## src/rtl/clkdiv_pkg.sv

```systemverilog
package clkdiv_pkg;
  localparam int unsigned SYS_N  = 3;
  localparam int unsigned ADDR_W = 4;

  typedef enum logic [ADDR_W-1:0] {
    A_CTRL    = 4'd0,
    A_MULT    = 4'd1,
    A_DIV0    = 4'd2,
    A_DIV1    = 4'd3,
    A_DIV2    = 4'd4,
    A_BPDIV   = 4'd5,
    A_OSCDIV  = 4'd6,
    A_CMD     = 4'd7,
    A_STAT    = 4'd8,
    A_ALIGN   = 4'd9,
    A_CHG     = 4'd10,
    A_CKEN    = 4'd11,
    A_CKSTAT  = 4'd12,
    A_SYSSTAT = 4'd13
  } regAddr_e;

  // Strobes from control to datapath
  typedef struct packed {
    logic             apply;
    logic [SYS_N-1:0] restart;
  } divStrobe_t;

  function automatic logic [ADDR_W-1:0] divAddr(input int i);
    return ADDR_W'(int'(A_DIV0) + i);
  endfunction

  function automatic int sysResetRatio(input int i);
    case (i)
      0:       return 0;
      1:       return 2;
      default: return 5;
    endcase
  endfunction
endpackage

```

## src/rtl/clkdiv_cnt.sv

```systemverilog
module clkdiv_cnt #(
  parameter int unsigned W = 5
) (
  input  logic         clk,
  input  logic         rstN,
  input  logic         srcTick,
  input  logic         restart,
  input  logic [W-1:0] ratio,
  output logic         tickOut
);
  logic [W-1:0] cnt;
  logic         hit;

  assign hit     = (cnt >= ratio);
  assign tickOut = srcTick & hit;

  always_ff @(posedge clk or negedge rstN) begin
    if (!rstN)        cnt <= '0;
    else if (restart) cnt <= '0;
    else if (srcTick) cnt <= hit ? '0 : cnt + 1'b1;
  end
endmodule

```

## src/rtl/clkdiv_ctrl.sv

```systemverilog
module clkdiv_ctrl
  import clkdiv_pkg::*;
#(
  parameter int unsigned RATIO_W = 5,
  parameter int unsigned MULT_W  = 5,
  parameter int unsigned DATA_W  = 16,
  parameter int unsigned GO_LAT  = 4
) (
  input  logic                            clk,
  input  logic                            rstN,
  input  logic                            pllTick,
  input  logic                            regWr,
  input  logic [ADDR_W-1:0]               regAddr,
  input  logic [DATA_W-1:0]               regWdata,
  output logic [DATA_W-1:0]               regRdata,
  output logic [SYS_N-1:0][RATIO_W-1:0]   stagedRatio,
  output logic [SYS_N-1:0]                sysEn,
  output logic [RATIO_W-1:0]              bpRatio,
  output logic                            bpEn,
  output logic [RATIO_W-1:0]              oscRatio,
  output logic                            oscEn,
  output logic                            auxEn,
  output logic                            obsEn,
  output logic                            useSrcPll,
  output logic                            busy,
  output logic [MULT_W:0]                 pllMult,
  output divStrobe_t                      strobe
);
  localparam int unsigned EN_BIT = DATA_W - 1;
  localparam int unsigned GO_W   = $clog2(GO_LAT + 1);
  localparam logic [MULT_W-1:0] MULT_RST = MULT_W'(16);

  logic               pllEn, enSrc, goBit;
  logic [MULT_W-1:0]  multF;
  logic [SYS_N-1:0]   alignMask, chg, divWr;
  logic [GO_W-1:0]    goCnt;
  logic               goStart, goDone;

  always_comb begin
    for (int i = 0; i < SYS_N; i++) divWr[i] = regWr && (regAddr == divAddr(i));
  end

  assign goStart   = regWr && (regAddr == A_CMD) && regWdata[0] && !busy;
  assign goDone    = busy && pllTick && (goCnt == GO_W'(GO_LAT - 1));
  assign useSrcPll = !enSrc && pllEn;
  assign pllMult   = {1'b0, multF} + 1'b1;

  assign strobe.apply   = goDone;
  assign strobe.restart = alignMask | chg;

  always_ff @(posedge clk or negedge rstN) begin
    if (!rstN) begin
      pllEn     <= 1'b0;
      enSrc     <= 1'b1;
      multF     <= MULT_RST;
      bpRatio   <= '0;
      bpEn      <= 1'b1;
      oscRatio  <= '0;
      oscEn     <= 1'b1;
      auxEn     <= 1'b1;
      obsEn     <= 1'b1;
      alignMask <= '1;
      goBit     <= 1'b0;
    end else if (regWr) begin
      case (regAddr)
        A_CTRL:   begin pllEn <= regWdata[0]; enSrc <= regWdata[1]; end
        A_MULT:   multF <= regWdata[MULT_W-1:0];
        A_BPDIV:  begin bpRatio <= regWdata[RATIO_W-1:0]; bpEn <= regWdata[EN_BIT]; end
        A_OSCDIV: begin oscRatio <= regWdata[RATIO_W-1:0]; oscEn <= regWdata[EN_BIT]; end
        A_CKEN:   begin auxEn <= regWdata[0]; obsEn <= regWdata[1]; end
        A_ALIGN:  alignMask <= regWdata[SYS_N-1:0];
        A_CMD:    goBit <= regWdata[0];
        default:  ;
      endcase
    end
  end

  // Staged ratios, enables and change tracking
  generate
    for (genvar g = 0; g < SYS_N; g++) begin : gStage
      always_ff @(posedge clk or negedge rstN) begin
        if (!rstN) begin
          stagedRatio[g] <= RATIO_W'(sysResetRatio(g));
          sysEn[g]       <= 1'b1;
          chg[g]         <= 1'b0;
        end else begin
          if (divWr[g]) begin
            stagedRatio[g] <= regWdata[RATIO_W-1:0];
            sysEn[g]       <= regWdata[EN_BIT];
          end
          chg[g] <= (chg[g] & ~goDone) | divWr[g];
        end
      end
    end
  endgenerate

  // Go sequencing
  always_ff @(posedge clk or negedge rstN) begin
    if (!rstN) begin
      busy  <= 1'b0;
      goCnt <= '0;
    end else if (goStart) begin
      busy  <= 1'b1;
      goCnt <= '0;
    end else if (busy && pllTick) begin
      if (goDone) busy <= 1'b0;
      else        goCnt <= goCnt + 1'b1;
    end
  end

  always_comb begin
    regRdata = '0;
    case (regAddr)
      A_CTRL:    regRdata[1:0] = {enSrc, pllEn};
      A_MULT:    regRdata[MULT_W-1:0] = multF;
      A_BPDIV:   begin regRdata[RATIO_W-1:0] = bpRatio; regRdata[EN_BIT] = bpEn; end
      A_OSCDIV:  begin regRdata[RATIO_W-1:0] = oscRatio; regRdata[EN_BIT] = oscEn; end
      A_CMD:     regRdata[0] = goBit;
      A_STAT:    regRdata[0] = busy;
      A_ALIGN:   regRdata[SYS_N-1:0] = alignMask;
      A_CHG:     regRdata[SYS_N-1:0] = chg;
      A_CKEN:    regRdata[1:0] = {obsEn, auxEn};
      A_CKSTAT:  regRdata[2:0] = {bpEn, obsEn & oscEn, auxEn};
      A_SYSSTAT: regRdata[SYS_N-1:0] = sysEn;
      default:   ;
    endcase
    for (int i = 0; i < SYS_N; i++) begin
      if (regAddr == divAddr(i)) begin
        regRdata[RATIO_W-1:0] = stagedRatio[i];
        regRdata[EN_BIT]      = sysEn[i];
      end
    end
  end
endmodule

```

## src/rtl/clkdiv_path.sv

```systemverilog
module clkdiv_path
  import clkdiv_pkg::*;
#(
  parameter int unsigned RATIO_W = 5
) (
  input  logic                          clk,
  input  logic                          rstN,
  input  logic                          refTick,
  input  logic                          pllTick,
  input  logic                          useSrcPll,
  input  logic [SYS_N-1:0][RATIO_W-1:0] stagedRatio,
  input  logic [SYS_N-1:0]              sysEn,
  input  divStrobe_t                    strobe,
  input  logic [RATIO_W-1:0]            bpRatio,
  input  logic                          bpEn,
  input  logic [RATIO_W-1:0]            oscRatio,
  input  logic                          oscEn,
  input  logic                          auxEn,
  input  logic                          obsEn,
  output logic [SYS_N-1:0]              sysTick,
  output logic                          bpTick,
  output logic                          obsTick,
  output logic                          auxTick
);
  logic                          srcTick, bpRaw, obsRaw;
  logic [SYS_N-1:0][RATIO_W-1:0] activeRatio;
  logic [SYS_N-1:0]              sysRaw;

  assign srcTick = useSrcPll ? pllTick : refTick;

  generate
    for (genvar g = 0; g < SYS_N; g++) begin : gSys
      always_ff @(posedge clk or negedge rstN) begin
        if (!rstN)             activeRatio[g] <= RATIO_W'(sysResetRatio(g));
        else if (strobe.apply) activeRatio[g] <= stagedRatio[g];
      end

      clkdiv_cnt #(.W(RATIO_W)) uDiv (
        .clk     (clk),
        .rstN    (rstN),
        .srcTick (srcTick),
        .restart (strobe.apply & strobe.restart[g]),
        .ratio   (activeRatio[g]),
        .tickOut (sysRaw[g])
      );
      assign sysTick[g] = sysRaw[g] & sysEn[g];
    end
  endgenerate

  clkdiv_cnt #(.W(RATIO_W)) uBp (
    .clk (clk), .rstN (rstN), .srcTick (refTick), .restart (1'b0),
    .ratio (bpRatio), .tickOut (bpRaw)
  );

  clkdiv_cnt #(.W(RATIO_W)) uObs (
    .clk (clk), .rstN (rstN), .srcTick (refTick), .restart (1'b0),
    .ratio (oscRatio), .tickOut (obsRaw)
  );

  assign bpTick  = bpRaw & bpEn;
  assign obsTick = obsRaw & oscEn & obsEn;
  assign auxTick = refTick & auxEn;
endmodule

```

## src/rtl/clkdiv_bank.sv

```systemverilog
module clkdiv_bank
  import clkdiv_pkg::*;
#(
  parameter int unsigned RATIO_W = 5,
  parameter int unsigned MULT_W  = 5,
  parameter int unsigned DATA_W  = 16,
  parameter int unsigned GO_LAT  = 4
) (
  input  logic              clk,
  input  logic              rstN,
  input  logic              refTick,
  input  logic              pllTick,
  input  logic              regWr,
  input  logic [3:0]        regAddr,
  input  logic [DATA_W-1:0] regWdata,
  output logic [DATA_W-1:0] regRdata,
  output logic [2:0]        sysTick,
  output logic              bpTick,
  output logic              obsTick,
  output logic              auxTick,
  output logic [MULT_W:0]   pllMult
);
  logic [SYS_N-1:0][RATIO_W-1:0] stagedRatio;
  logic [SYS_N-1:0]              sysEn;
  logic [RATIO_W-1:0]            bpRatio, oscRatio;
  logic                          bpEn, oscEn, auxEn, obsEn, useSrcPll, busy;
  divStrobe_t                    strobe;

  clkdiv_ctrl #(
    .RATIO_W (RATIO_W), .MULT_W (MULT_W), .DATA_W (DATA_W), .GO_LAT (GO_LAT)
  ) uCtrl (
    .clk (clk), .rstN (rstN), .pllTick (pllTick),
    .regWr (regWr), .regAddr (regAddr), .regWdata (regWdata), .regRdata (regRdata),
    .stagedRatio (stagedRatio), .sysEn (sysEn),
    .bpRatio (bpRatio), .bpEn (bpEn), .oscRatio (oscRatio), .oscEn (oscEn),
    .auxEn (auxEn), .obsEn (obsEn), .useSrcPll (useSrcPll), .busy (busy),
    .pllMult (pllMult), .strobe (strobe)
  );

  clkdiv_path #(.RATIO_W (RATIO_W)) uPath (
    .clk (clk), .rstN (rstN), .refTick (refTick), .pllTick (pllTick),
    .useSrcPll (useSrcPll), .stagedRatio (stagedRatio), .sysEn (sysEn),
    .strobe (strobe), .bpRatio (bpRatio), .bpEn (bpEn),
    .oscRatio (oscRatio), .oscEn (oscEn), .auxEn (auxEn), .obsEn (obsEn),
    .sysTick (sysTick), .bpTick (bpTick), .obsTick (obsTick), .auxTick (auxTick)
  );
endmodule

```

## config.mk

```make
export PLATFORM = sky130hd
export DESIGN_NAME = clkdiv_bank
export DESIGN_NICKNAME = d
export VERILOG_FILES = /design/src/rtl/clkdiv_pkg.sv /design/src/rtl/clkdiv_cnt.sv /design/src/rtl/clkdiv_ctrl.sv /design/src/rtl/clkdiv_path.sv /design/src/rtl/clkdiv_bank.sv
export SDC_FILE = /design/constraint.sdc
export NUM_CORES = 1
export LEC_CHECK = 0
export ABC_CLOCK_PERIOD_IN_PS = 1800
export BUFFER_PORTS_ARGS = -buffer_cell sky130_fd_sc_hd__buf_2
export CORE_MARGIN = 4
export CORE_UTILIZATION = 54
export CTS_CLUSTER_DIAMETER = 80
export DETAILED_ROUTE_END_ITERATION = 12
export GPL_TIMING_DRIVEN = 0
export HOLD_SLACK_MARGIN = 0.03
export PLACE_DENSITY = 0.77
export REMOVE_ABC_BUFFERS = 1
export SYNTH_ARGS = -nofsm -noshare
export SYNTH_HDL_FRONTEND = slang
export SYNTH_SLANG_ARGS = --single-unit
```

## constraint.sdc

```tcl
create_clock -name clk -period 1.8 [get_ports clk]
set_input_delay 0.18 -clock clk [delete_from_list [all_inputs] [get_ports clk]]
set_output_delay 0.18 -clock clk [all_outputs]
set_load 0.02 [all_outputs]
```

==> results.cfg, run 1 <==
[run_status]
outcome = finished with violations
failed_checks = negative setup slack

[grt]
largest_net_degree_at_the_start_of_global_routing = 52
grt_antenna_before_repair = 0
grt_overflow = 0
grt_pass1_vias = 4262
groute.usage.overall_pct = 24.3
global_route_wire_length_before_repair_um = 21200

[floorplan]
num_io_pins = 53
chipHeight_um = 105
horizontal_die_dimension_um = 105
initial_utilization_pct = 55.1
fp.coreArea_mm2 = 0.00920
die_area_mm2 = 0.0110
std_cell_rows = 35

[finish]
footprint_of_the_multi_input_gates_mm2 = 0.00295
final.fill_count = 682
fin_cells = 709
layout.cells.most_common_list = sky130_fd_sc_hd__dfrtp_1, sky130_fd_sc_hd__nand2_1, sky130_fd_sc_hd__buf_4
area.sequential_mm2 = 0.00228
finalNetCount = 651
layout_commonest_cell = sky130_fd_sc_hd__dfrtp_1
synthToLayoutAreaGrowth_pct = 24.4
antenna-diode-count = 0
post_route_cells_drive_above_1_share_pct = 37.5

[synthesis]
number_of_enable_flip_flop_cells_after_synthesis = 0
syn_area_mm2 = 0.00507
yosysSeqAreaShare_pct = 44.9
netlist_instances = 519
ys_seq_elements = 90
ys_warn_count = 0
ys.flop_type = sky130_fd_sc_hd__dfrtp_1
synth_async_sr_flop_share_pct = 100
netlist-cell-type-count = 47
syn-mean-instance-area_um2 = 9.76

[drt]
first_pass_iters = 5
via_count = 4279
average_routed_wire_per_standard_cell_um = 18.9
detailedRoute.firstIterationViolations = 329
post-route-drc-count = 0
post_drt_via_cell_ratio = 6.04
route.antenna.remaining_nets = 0
wirelength_um = 13400

[power_and_ir_drop]
ir_worst_vdd_uv = 717
p_seq_share_pct = 38.0
power_leakage_nw = 2.88
power.density_cell_area_mw_per_mm2 = 1460
power_report.internal_total_mw = 5.66
fin_total_pwr_mw = 9.18
p_sw_share_pct = 38.3
pwr-share-comb_pct = 45.3
power_switching_mw = 3.52
power.share.clock_pct = 16.7

[placement]
gp_congestion = 0.878
detailedPlace.worstSlack_ns = -0.564
post-dp-hpwl_um = 8320
dpl.cell_count = 646
io_buffer_count = 32

[critical_path]
cp-end-kind = output pin
critical_path.max_fanout = 2
start_kind = flip-flop
r2r_slack_ns = 0.03
timing.rr.end = uPath.gSys[1].uDiv.cnt[3]
criticalPathCategory = reg2out
crit-reg2reg-launch = uCtrl.goCnt[0]
timing.critical_path.arrival_ns = 1.92
r2r.worst_path.cells = 5
cp.required_ns = 1.62

[timing]
timing_worst_slew_pin_value_ns = 0.708
fin_crit_ns = 2.10
finalWorstSetupSlack_ns = -0.304
rsz0062_at_grt = yes
finalHoldViolations = 0
skew_ns = 0.0114
setup_viol_count_final = 9
max_freq_ghz = 0.475
slew_headroom_pct = 52.4
min_period_over_period_pct = 117
timing.final.max_slew_violations = 0

[clocking]
clkSinkCount = 90
clock_path_buffers = 2
clock_tree.root_cell = sky130_fd_sc_hd__clkbuf_8
cts_max_level = 3
numCtsBuffers = 9
clock_insertion_delay_worst_skew_ns = 0.37
tritoncts = yes
clk_pin_slew_worst_paths_ns = 0.09

[worst_hold_path]
hold_path_startpoint = regWdata[3]
whs_path_depth = 3
timing.hold.worst.class = in2reg
min_delay_worst_endpoint = uCtrl.bpRatio[3]

[run]
max_cap_viol_count = 0
[worst max-delay path by stage]
stage / startpoint / endpoint / slack (ns) / cells past startpoint
finish: uPath.activeRatio[10] / sysTick[2] / -0.30 / 7
global route: uPath.gSys[1].uDiv.cnt[0] / sysTick[1] / -0.37 / 8
CTS: uPath.activeRatio[10] / sysTick[2] / -0.31 / 7
detailed placement: uCtrl.goCnt[0] / uPath.gSys[1].uDiv.cnt[1] / -0.56 / 6
global placement: uCtrl.goCnt[0] / uPath.gSys[1].uDiv.cnt[1] / -0.42 / 6
floorplan: uCtrl.goCnt[0] / uPath.gSys[0].uDiv.cnt[0] / -0.05 / 6
[sequential cells by signal, summed over array words and instances (netlist names), 3 cells and up]
name                 cells
uPath.gSys.uDiv.cnt     15
uPath.uBp.cnt            5
uCtrl.multF              5
uCtrl.goCnt              3
uCtrl.chg                3
uCtrl.oscRatio           5
uPath.activeRatio       15
uCtrl.stagedRatio       15
uCtrl.alignMask          3
uCtrl.bpRatio            5
uPath.uObs.cnt           5
uCtrl.sysEn              3
[critical path, cell delays in order (launching register included)]
cell and delay [ns]:
sky130_fd_sc_hd__dfstp_2 0.57, sky130_fd_sc_hd__ha_4 0.20, sky130_fd_sc_hd__nand2b_4 0.13, sky130_fd_sc_hd__a21o_1 0.16, sky130_fd_sc_hd__a21oi_2 0.14, sky130_fd_sc_hd__o21ai_2 0.08, sky130_fd_sc_hd__and3_1 0.16, sky130_fd_sc_hd__buf_6 0.13
[synthesized netlist by cell type, types with 3 or more instances]
| library cell | instances | share of area [%] |
|---|---|---|
| sky130_fd_sc_hd__buf_2 | 7 | 0.69 |
| sky130_fd_sc_hd__o21ai_0 | 53 | 5.2 |
| sky130_fd_sc_hd__a31oi_1 | 7 | 0.86 |
| sky130_fd_sc_hd__mux2i_1 | 10 | 2.0 |
| sky130_fd_sc_hd__nor3_1 | 3 | 0.30 |
| sky130_fd_sc_hd__nor2b_1 | 8 | 0.99 |
| sky130_fd_sc_hd__nand4_1 | 7 | 0.86 |
| sky130_fd_sc_hd__and3_1 | 7 | 0.86 |
| sky130_fd_sc_hd__buf_4 | 12 | 1.8 |
| sky130_fd_sc_hd__ha_1 | 33 | 8.1 |
| sky130_fd_sc_hd__xor2_1 | 10 | 1.7 |
| sky130_fd_sc_hd__o22ai_1 | 7 | 0.86 |
| sky130_fd_sc_hd__mux2_2 | 32 | 7.1 |
| sky130_fd_sc_hd__a221oi_1 | 3 | 0.52 |
| sky130_fd_sc_hd__nand2_1 | 64 | 4.7 |
| sky130_fd_sc_hd__a211oi_1 | 12 | 1.8 |
| sky130_fd_sc_hd__a21o_1 | 9 | 1.3 |
| sky130_fd_sc_hd__buf_6 | 3 | 0.67 |
| sky130_fd_sc_hd__o31ai_1 | 4 | 0.59 |
| sky130_fd_sc_hd__dfstp_2 | 18 | 9.3 |
| sky130_fd_sc_hd__nand2b_1 | 7 | 0.86 |
| sky130_fd_sc_hd__nand3_1 | 26 | 2.6 |
| sky130_fd_sc_hd__dfrtp_1 | 72 | 36 |
| sky130_fd_sc_hd__nor2_1 | 27 | 2.0 |
| sky130_fd_sc_hd__inv_1 | 36 | 2.7 |
| sky130_fd_sc_hd__clkbuf_1 | 4 | 0.30 |
| sky130_fd_sc_hd__a21oi_1 | 11 | 1.1 |
| sky130_fd_sc_hd__xnor2_1 | 3 | 0.52 |
[metrics by stage]
| stage | util (%) | instance area [µm²] | hold WS [ns] | TNS (ns) |
|---|---|---|---|---|
| floorplan | - | 4930 | -0.116 | -0.274 |
| global placement | 56.8 | 5230 | 0.450 | -19.52 |
| detailed placement | 57.2 | 5260 | 0.191 | -7.04 |
| CTS | 64.9 | 5970 | 0.127 | -1.53 |
| global route | 68.6 | 6300 | 0.130 | -2.46 |
| finish | 68.6 | 6300 | 0.135 | -1.55 |
[layer usage]
metal,track usage [%],up-vias,wire (µm),share of wire (%)
met3,4.63,31,923,6.9
met1,30.3,2096,5390,40
met5,0,-,0,0
met4,10.7,0,396,3.0
li1,-,1961,-,-
met2,41.0,191,6720,50
[power by group through the flow]
stage / logic [mW] / registers [mW] / clock network (mW)
6_report: 4.16 / 3.48 / 1.54
5_1_grt: 4.57 / 3.56 / 1.65
3_3_place_gp: 2.44 / 3.43 / 0
2_1_floorplan: 2.01 / 3.27 / 0
4_1_cts: 3.58 / 3.42 / 1.54
3_5_place_dp: 2.63 / 3.49 / 0
[final cells by class]
type                            instances  share of cell area [%]
Tap cell                              111                    2.20
Multi-Input combinational cell        378                    46.8
Sequential cell                        90                    36.1
Clock buffer                           10                    2.02
Clock inverter                          6                    1.45
Timing Repair Buffer                   78                    9.29
Inverter                               36                    2.14
[cells by family after synthesis]
family | after synthesis | share of synthesized area [%]
adders and majority gates | 33 | 8.15
other | 1 | 0.0740
xor gates and xnor gates | 13 | 2.25
and+or+nand+nor | 161 | 15.0
DFF | 90 | 44.9
AOI/OAI and AO/OA | 115 | 13.9
buffers and inverters | 62 | 6.10
muxes | 44 | 9.68
[timing repair]
action,4_1_cts,5_1_grt
gates resized for setup,67,45
hold buffers,1,0
endpoints found under the setup margin,43,27
endpoints found under the hold margin,28,0
pin swaps,36,22
buffers inserted,27,20
cloned,1,1
(Power assumes the default switching activity.)
==> run 2, diff against run 1 <==
--- a/config.mk
+++ b/config.mk
@@ -17,4 +17,5 @@
 export REMOVE_ABC_BUFFERS = 1
 export SYNTH_ARGS = -nofsm -noshare
 export SYNTH_HDL_FRONTEND = slang
+export SYNTH_HIERARCHICAL = 1
 export SYNTH_SLANG_ARGS = --single-unit
==> run 2 against run 1 <==
The run still ends with negative setup slack left. Largest power group unchanged. Critical path depth grew 1. Flip-flop and latch count is the same. Clock power shrank 3%. Critical endpoint unchanged. Worst hold slack gained 0.012 ns. Combinational power grew 9.9%.
==> results.cfg, run 2 <==
[run_status]
outcome = finished with violations
failed_checks = negative setup slack

[finish]
final.fill_count = 693
largest_registers = uCtrl/stagedRatio x15, uPath/activeRatio x15, uPath/gSys.uDiv/cnt x15
finalNetCount = 679
synthToLayoutAreaGrowth_pct = 26.1
layout_commonest_cell = sky130_fd_sc_hd__dfrtp_1
post_route_cells_drive_above_1_share_pct = 42.2
antenna-diode-count = 0
layout.cells.most_common_list = sky130_fd_sc_hd__dfrtp_1, sky130_fd_sc_hd__buf_4, sky130_fd_sc_hd__nor2_1

[drt]
first_pass_iters = 5
wirelength_um = 14400
via_count = 4544
route.antenna.remaining_nets = 0
post_drt_via_cell_ratio = 5.99
average_routed_wire_per_standard_cell_um = 19.0
post-route-drc-count = 0
detailedRoute.firstIterationViolations = 314

[clocking]
clock_insertion_delay_worst_skew_ns = 0.38
cts_max_level = 3
numCtsBuffers = 9
clkSinkCount = 90
clk_pin_slew_worst_paths_ns = 0.10
clock_path_buffers = 2
clock_tree.root_cell = sky130_fd_sc_hd__clkbuf_8
tritoncts = yes

[synthesis]
ys_warn_count = 6
number_of_enable_flip_flop_cells_after_synthesis = 0
yosys.cell_count.top_type = sky130_fd_sc_hd__dfrtp_1
synth_async_sr_flop_share_pct = 100
netlist-cell-type-count = 58
synth_area_leader_cell = sky130_fd_sc_hd__dfrtp_1
syn-mean-instance-area_um2 = 10.6
netlist_instances = 524
ys.flop_type = sky130_fd_sc_hd__dfrtp_1
syn_area_mm2 = 0.00558
synth_top_cells_by_count = sky130_fd_sc_hd__dfrtp_1, sky130_fd_sc_hd__nor2_1, sky130_fd_sc_hd__ha_1
synth.top_cells.by_area = sky130_fd_sc_hd__dfrtp_1, sky130_fd_sc_hd__dfstp_2, sky130_fd_sc_hd__ha_1
ys_seq_elements = 90
yosysSeqAreaShare_pct = 40.8
synth_top_cell_area_share_pct = 32.3

[floorplan]
initial_utilization_pct = 56.3
num_io_pins = 53
chipHeight_um = 110
std_cell_rows = 36
fp.coreArea_mm2 = 0.00991
die_area_mm2 = 0.0120
horizontal_die_dimension_um = 110

[timing]
setup_viol_count_final = 23
max_freq_ghz = 0.453
rsz0062_at_grt = yes
timing_worst_slew_pin_value_ns = 0.617
timing.final.max_slew_violations = 0
hold_worst_slack_ns = 0.148
fin_crit_ns = 2.21
slew_headroom_pct = 58.9
finalWorstSetupSlack_ns = -0.407
finalHoldViolations = 0
skew_ns = 0.0103
min_period_over_period_pct = 123
final_layout_setup_total_negative_slack_ns = -4.54

[power_and_ir_drop]
fin_total_pwr_mw = 9.16
power_leakage_nw = 3.28
ir_worst_vdd_uv = 668
power.density_cell_area_mw_per_mm2 = 1300

[critical_path]
r2r_slack_ns = -0.22
criticalPathCategory = reg2out
timing.rr.end = uPath/gSys[0].uDiv/cnt[0]
critical_path.max_fanout = 2
timing.critical_path.arrival_ns = 2.03
cp-end-kind = output pin
r2r.worst_path.cells = 10
cp-startpoint = uPath/activeRatio[12]
start_kind = flip-flop
cp.required_ns = 1.62
crit-reg2reg-launch = uCtrl/goCnt[0]

[worst_hold_path]
whs_path_depth = 2
timing.hold.worst.class = in2reg
hold_path_startpoint = regWdata[15]
min_delay_worst_endpoint = uCtrl/sysEn[0]

[grt]
largest_net_degree_at_the_start_of_global_routing = 47
groute.usage.overall_pct = 24.4
global_route.usage.met3_pct = 3.93
grt_pass1_vias = 4457
grt_util_met1_pct = 31.2
global_route_wire_length_before_repair_um = 22300
grt_overflow = 0
grt_antenna_before_repair = 0
global_route.peak_usage_layer = met2
globalRouteMet2Util_pct = 41.5

[placement]
post-dp-hpwl_um = 9070
gp_congestion = 0.861
io_buffer_count = 32

[run]
max_cap_viol_count = 0
## run 2: cell count changes in the layout (fill, tap and decap cells not counted), sizes merged, moves of 9 or more
cell / previous run / this run
nand2: 65 / 27
and2: 2 / 14
o21ai: 53 / 34
or2: 0 / 9
nor2: 29 / 39
buf: 76 / 94
mux2: 35 / 61
conb: 10 / 20
and3: 8 / 18
a211oi: 12 / 2
## run 2: repair_timing
action | in CTS | in global routing
gates resized for setup | 89 | 36
cloned | 1 | 0
setup endpoints to repair | 41 | 27
setup buffers | 44 | 18
pin swaps | 41 | 35
hold buffers | 1 | 0
endpoints found under the hold margin | 29 | 0
## run 2: layer usage
| metal | vias up | share of wire (%) | routed length (µm) |
|---|---|---|---|
| met5 | - | 0 | 0 |
| met4 | 0 | 2.3 | 327 |
| met3 | 36 | 5.3 | 764 |
| met2 | 181 | 51 | 7360 |
| met1 | 2274 | 41 | 5940 |
| li1 | 2053 | - | - |
## run 2: layout make-up
type | instances | area [µm²] | area share, %
repair buffers | 95 | 766 | 10.9
flip-flops and latches | 90 | 2280 | 32.4
multi-input cells | 395 | 3500 | 49.7
inverters | 30 | 116 | 1.65
well taps | 133 | 166 | 2.37
clock inverters | 6 | 72.6 | 1.03
clock buffers | 10 | 138 | 1.96
## run 2: worst max-delay path by stage
stage,end,depth (start not counted)
3_3_place_gp,uPath/gSys[1].uDiv/cnt[0],9
4_1_cts,sysTick[2],8
6_report,sysTick[2],8
3_5_place_dp,uPath/gSys[0].uDiv/cnt[0],9
5_1_grt,sysTick[2],8
2_1_floorplan,uPath/gSys[0].uDiv/cnt[0],9
## run 2: stage by stage
step / setup slack, ns / std cells / utilization (%) / cell area, µm²
4_1_cts: -0.421 / 741 / 68.1 / 6750
5_1_grt: -0.457 / 759 / 71.0 / 7030
6_report: -0.407 / 759 / 71.0 / 7030
3_3_place_gp: -0.737 / 679 / 58.2 / 5760
2_1_floorplan: -0.428 / 514 / - / 5440
3_5_place_dp: -0.799 / 680 / 58.5 / 5790
## run 2: power by group
part / total (mW) / switching [mW] / internal [mW]
sequential: 3.11 / 0.473 / 2.63
combinational: 4.57 / 1.98 / 2.59
clock: 1.49 / 0.791 / 0.697
## run 2: cells by family (layout without fill, tap and decap cells)
family | after synthesis | in the layout | synth area share (%)
AO/OA/AOI/OAI | 108 | 108 | 13.6
XOR/XNOR | 4 | 4 | 0.628
adder cells (fa/ha/maj) | 33 | 33 | 7.40
buffers and inverters | 58 | 141 | 5.74
flip-flops | 90 | 90 | 40.8
multiplexers | 70 | 70 | 15.4
other | 2 | 20 | 0.135
AND/OR/NAND/NOR | 159 | 160 | 16.4
## run 2: critical path, stage by stage (launching register included)
cell	delay, ns
sky130_fd_sc_hd__dfstp_2	0.55
sky130_fd_sc_hd__inv_2	0.05
sky130_fd_sc_hd__ha_4	0.21
sky130_fd_sc_hd__a21o_1	0.18
sky130_fd_sc_hd__a31oi_4	0.18
sky130_fd_sc_hd__o21ai_2	0.08
sky130_fd_sc_hd__and2_4	0.16
sky130_fd_sc_hd__and2_4	0.13
sky130_fd_sc_hd__buf_6	0.12
==> run 3, diff against run 2 <==
==> constraint.sdc (replaced) <==
create_clock -name clk -period 1.8 [get_ports clk]
set_input_delay 0.36 -clock clk [delete_from_list [all_inputs] [get_ports clk]]
set_output_delay 0.36 -clock clk [all_outputs]
set_load 0.02 [all_outputs]
==> run 3 against run 2 <==
The flow still finishes with violations (negative setup slack). Non-clock buffer count rose by 15. Combinational power up 0.9%. Cell count is 2.0% higher. Flip-flop and latch count did not move. Power grew 0.75%. Sequential share of layout area fell by 0.96 points. First-iteration DRC count fell by 19%. Count of clock-buffer cells in the layout unchanged. Worst hold slack better by 0.18 ns. Largest power group unchanged.
==> results.cfg, run 3 (synthesized netlist as in run 2, its figures left out) <==
[placement]
post-dp-hpwl_um = 9070
gp_congestion = 0.861
place_area_mm2 = 0.00579
dpl.cell_count = 680
detailedPlace.worstSlack_ns = -0.895
io_buffer_count = 32

[timing]
setup_viol_count_final = 24
slew_headroom_pct = 59.4
fin_crit_ns = 2.40
finalWorstSetupSlack_ns = -0.605
timing_worst_slew_pin_value_ns = 0.609
finalHoldViolations = 0
min_period_over_period_pct = 134
max_freq_ghz = 0.416
rsz0062_at_grt = yes
timing.final.max_slew_violations = 0
skew_ns = 0.0111

[run]
max_cap_viol_count = 0

[run_status]
failed_checks = negative setup slack
outcome = finished with violations

[drt]
route.antenna.remaining_nets = 0
detailedRoute.firstIterationViolations = 253
via_count = 4720
wirelength_um = 15600
post_drt_via_cell_ratio = 6.10
average_routed_wire_per_standard_cell_um = 20.1
post-route-drc-count = 0
first_pass_iters = 5

[clocking]
clock_path_buffers = 2
tritoncts = yes
clkSinkCount = 90
clk_pin_slew_worst_paths_ns = 0.10
clock_insertion_delay_worst_skew_ns = 0.38
cts_max_level = 3
numCtsBuffers = 9
clock_tree.root_cell = sky130_fd_sc_hd__clkbuf_8

[floorplan]
horizontal_die_dimension_um = 110
std_cell_rows = 36
initial_utilization_pct = 56.3
die_area_mm2 = 0.0120
chipHeight_um = 110
fp.coreArea_mm2 = 0.00991
num_io_pins = 53

[worst_hold_path]
timing.hold.worst.class = in2reg
hold_path_startpoint = regWdata[15]

[grt]
grt_overflow = 0
global_route_wire_length_before_repair_um = 22700
grt_antenna_before_repair = 0
groute.usage.overall_pct = 24.8
grt_pass1_vias = 4509
largest_net_degree_at_the_start_of_global_routing = 47

[critical_path]
cp-startpoint = uPath/activeRatio[12]
cpPeakStageDelay_ns = 0.55
cp.required_ns = 1.44
criticalPathCategory = reg2out
r2r_slack_ns = -0.19
cp-end-kind = output pin
slowest_cell_on_the_critical_path = sky130_fd_sc_hd__dfstp_2
start_kind = flip-flop
critical_path.cell_chain = inv_2, ha_4, a21o_1, a31oi_4, o21ai_2, and2_4, and2_4, buf_6
critical_path.max_fanout = 2
crit-reg2reg-launch = uCtrl/goCnt[1]
timing.critical_path.buf_inv = 2
critical-path-top-cell-by-count = sky130_fd_sc_hd__and2_4
worst_path_dominant_cell_family = flip-flops
timing.critical_path.arrival_ns = 2.04

[finish]
layout.cells.most_common_list = sky130_fd_sc_hd__dfrtp_1, sky130_fd_sc_hd__buf_4, sky130_fd_sc_hd__nor2_1
antenna-diode-count = 0
area.sequential_mm2 = 0.00228
finalNetCount = 694
fin_cells = 774
layout_commonest_cell = sky130_fd_sc_hd__dfrtp_1
final.fill_count = 637
footprint_of_the_multi_input_gates_mm2 = 0.00349
post_route_cells_drive_above_1_share_pct = 43.5
synthToLayoutAreaGrowth_pct = 30.1
layout.core_utilization_pct = 73.2
largest_registers = uCtrl/stagedRatio x15, uPath/activeRatio x15, uPath/gSys.uDiv/cnt x15
post-route-cell-area_mm2 = 0.00726

[power_and_ir_drop]
p_seq_share_pct = 33.9
power.share.clock_pct = 16.2
ir_worst_vdd_uv = 702
power_leakage_nw = 3.39
power_switching_mw = 3.30
power_report.internal_total_mw = 5.93
pwr-share-comb_pct = 49.9
p_sw_share_pct = 35.8
power.density_cell_area_mw_per_mm2 = 1270
fin_total_pwr_mw = 9.23
[run 3: cell count changes in the layout (fill, tap and decap cells not counted), moves of 3 or more]
cell | previous run | this run
sky130_fd_sc_hd__clkbuf_16 | 0 | 3
sky130_fd_sc_hd__buf_4 | 55 | 66
sky130_fd_sc_hd__buf_2 | 18 | 13
sky130_fd_sc_hd__nand2_2 | 4 | 1
sky130_fd_sc_hd__buf_6 | 20 | 24
[run 3: what timing repair did]
| item | 4_1_cts | 5_1_grt |
|---|---|---|
| setup endpoints to repair | 55 | 28 |
| cloned | 0 | 4 |
| endpoints found under the hold margin | 29 | 0 |
| buffers inserted | 49 | 30 |
| resized for setup | 104 | 39 |
| pin swaps | 43 | 30 |
| hold buffers | 1 | 0 |
[run 3: per-stage QoR]
stage          hold slack [ns]  setup TNS [ns]
2_1_floorplan           0.0644           -4.88
3_3_place_gp             0.463          -57.59
3_5_place_dp             0.412          -30.63
4_1_cts                  0.323           -5.21
5_1_grt                  0.323           -7.62
6_report                 0.329           -5.87
[run 3: final timing paths]
kind | end | cells past startpoint
min | uCtrl/sysEn[0] | 2
min in group asynchronous | uPath/gSys[1].uDiv/cnt[1] | 2
max | sysTick[2] | 8
max in group asynchronous | uCtrl/sysEn[0] | 3
min reg2reg | uCtrl/goBit | 2
max reg2reg | uPath/gSys[0].uDiv/cnt[1] | 9
[run 3: final cells by class]
class                      instances  share of cell area, %
clock inverter                     6                   1.00
inverter                          30                   1.60
timing repair buffer             110                   13.8
sequential                        90                   31.4
multi-input combinational        395                   48.1
clock buffer                      10                   1.90
tap                              133                   2.29
[run 3: power by group through the flow]
| stage | clock network (mW) | registers [mW] | logic, mW |
|---|---|---|---|
| final | 1.49 | 3.13 | 4.61 |
| after global routing | 1.59 | 3.19 | 4.94 |
| after CTS | 1.50 | 3.09 | 4.07 |
| after detailed placement | 0 | 3.15 | 2.65 |
| after global placement | 0 | 3.11 | 2.49 |
| after floorplan | 0 | 2.97 | 2.06 |
[run 3: routing by layer]
metal	share of wire, %	GRT usage, %
met4	3.1	9.88
met3	5.1	4.23
met5	0	0
met1	40	30.9
met2	52	42.9
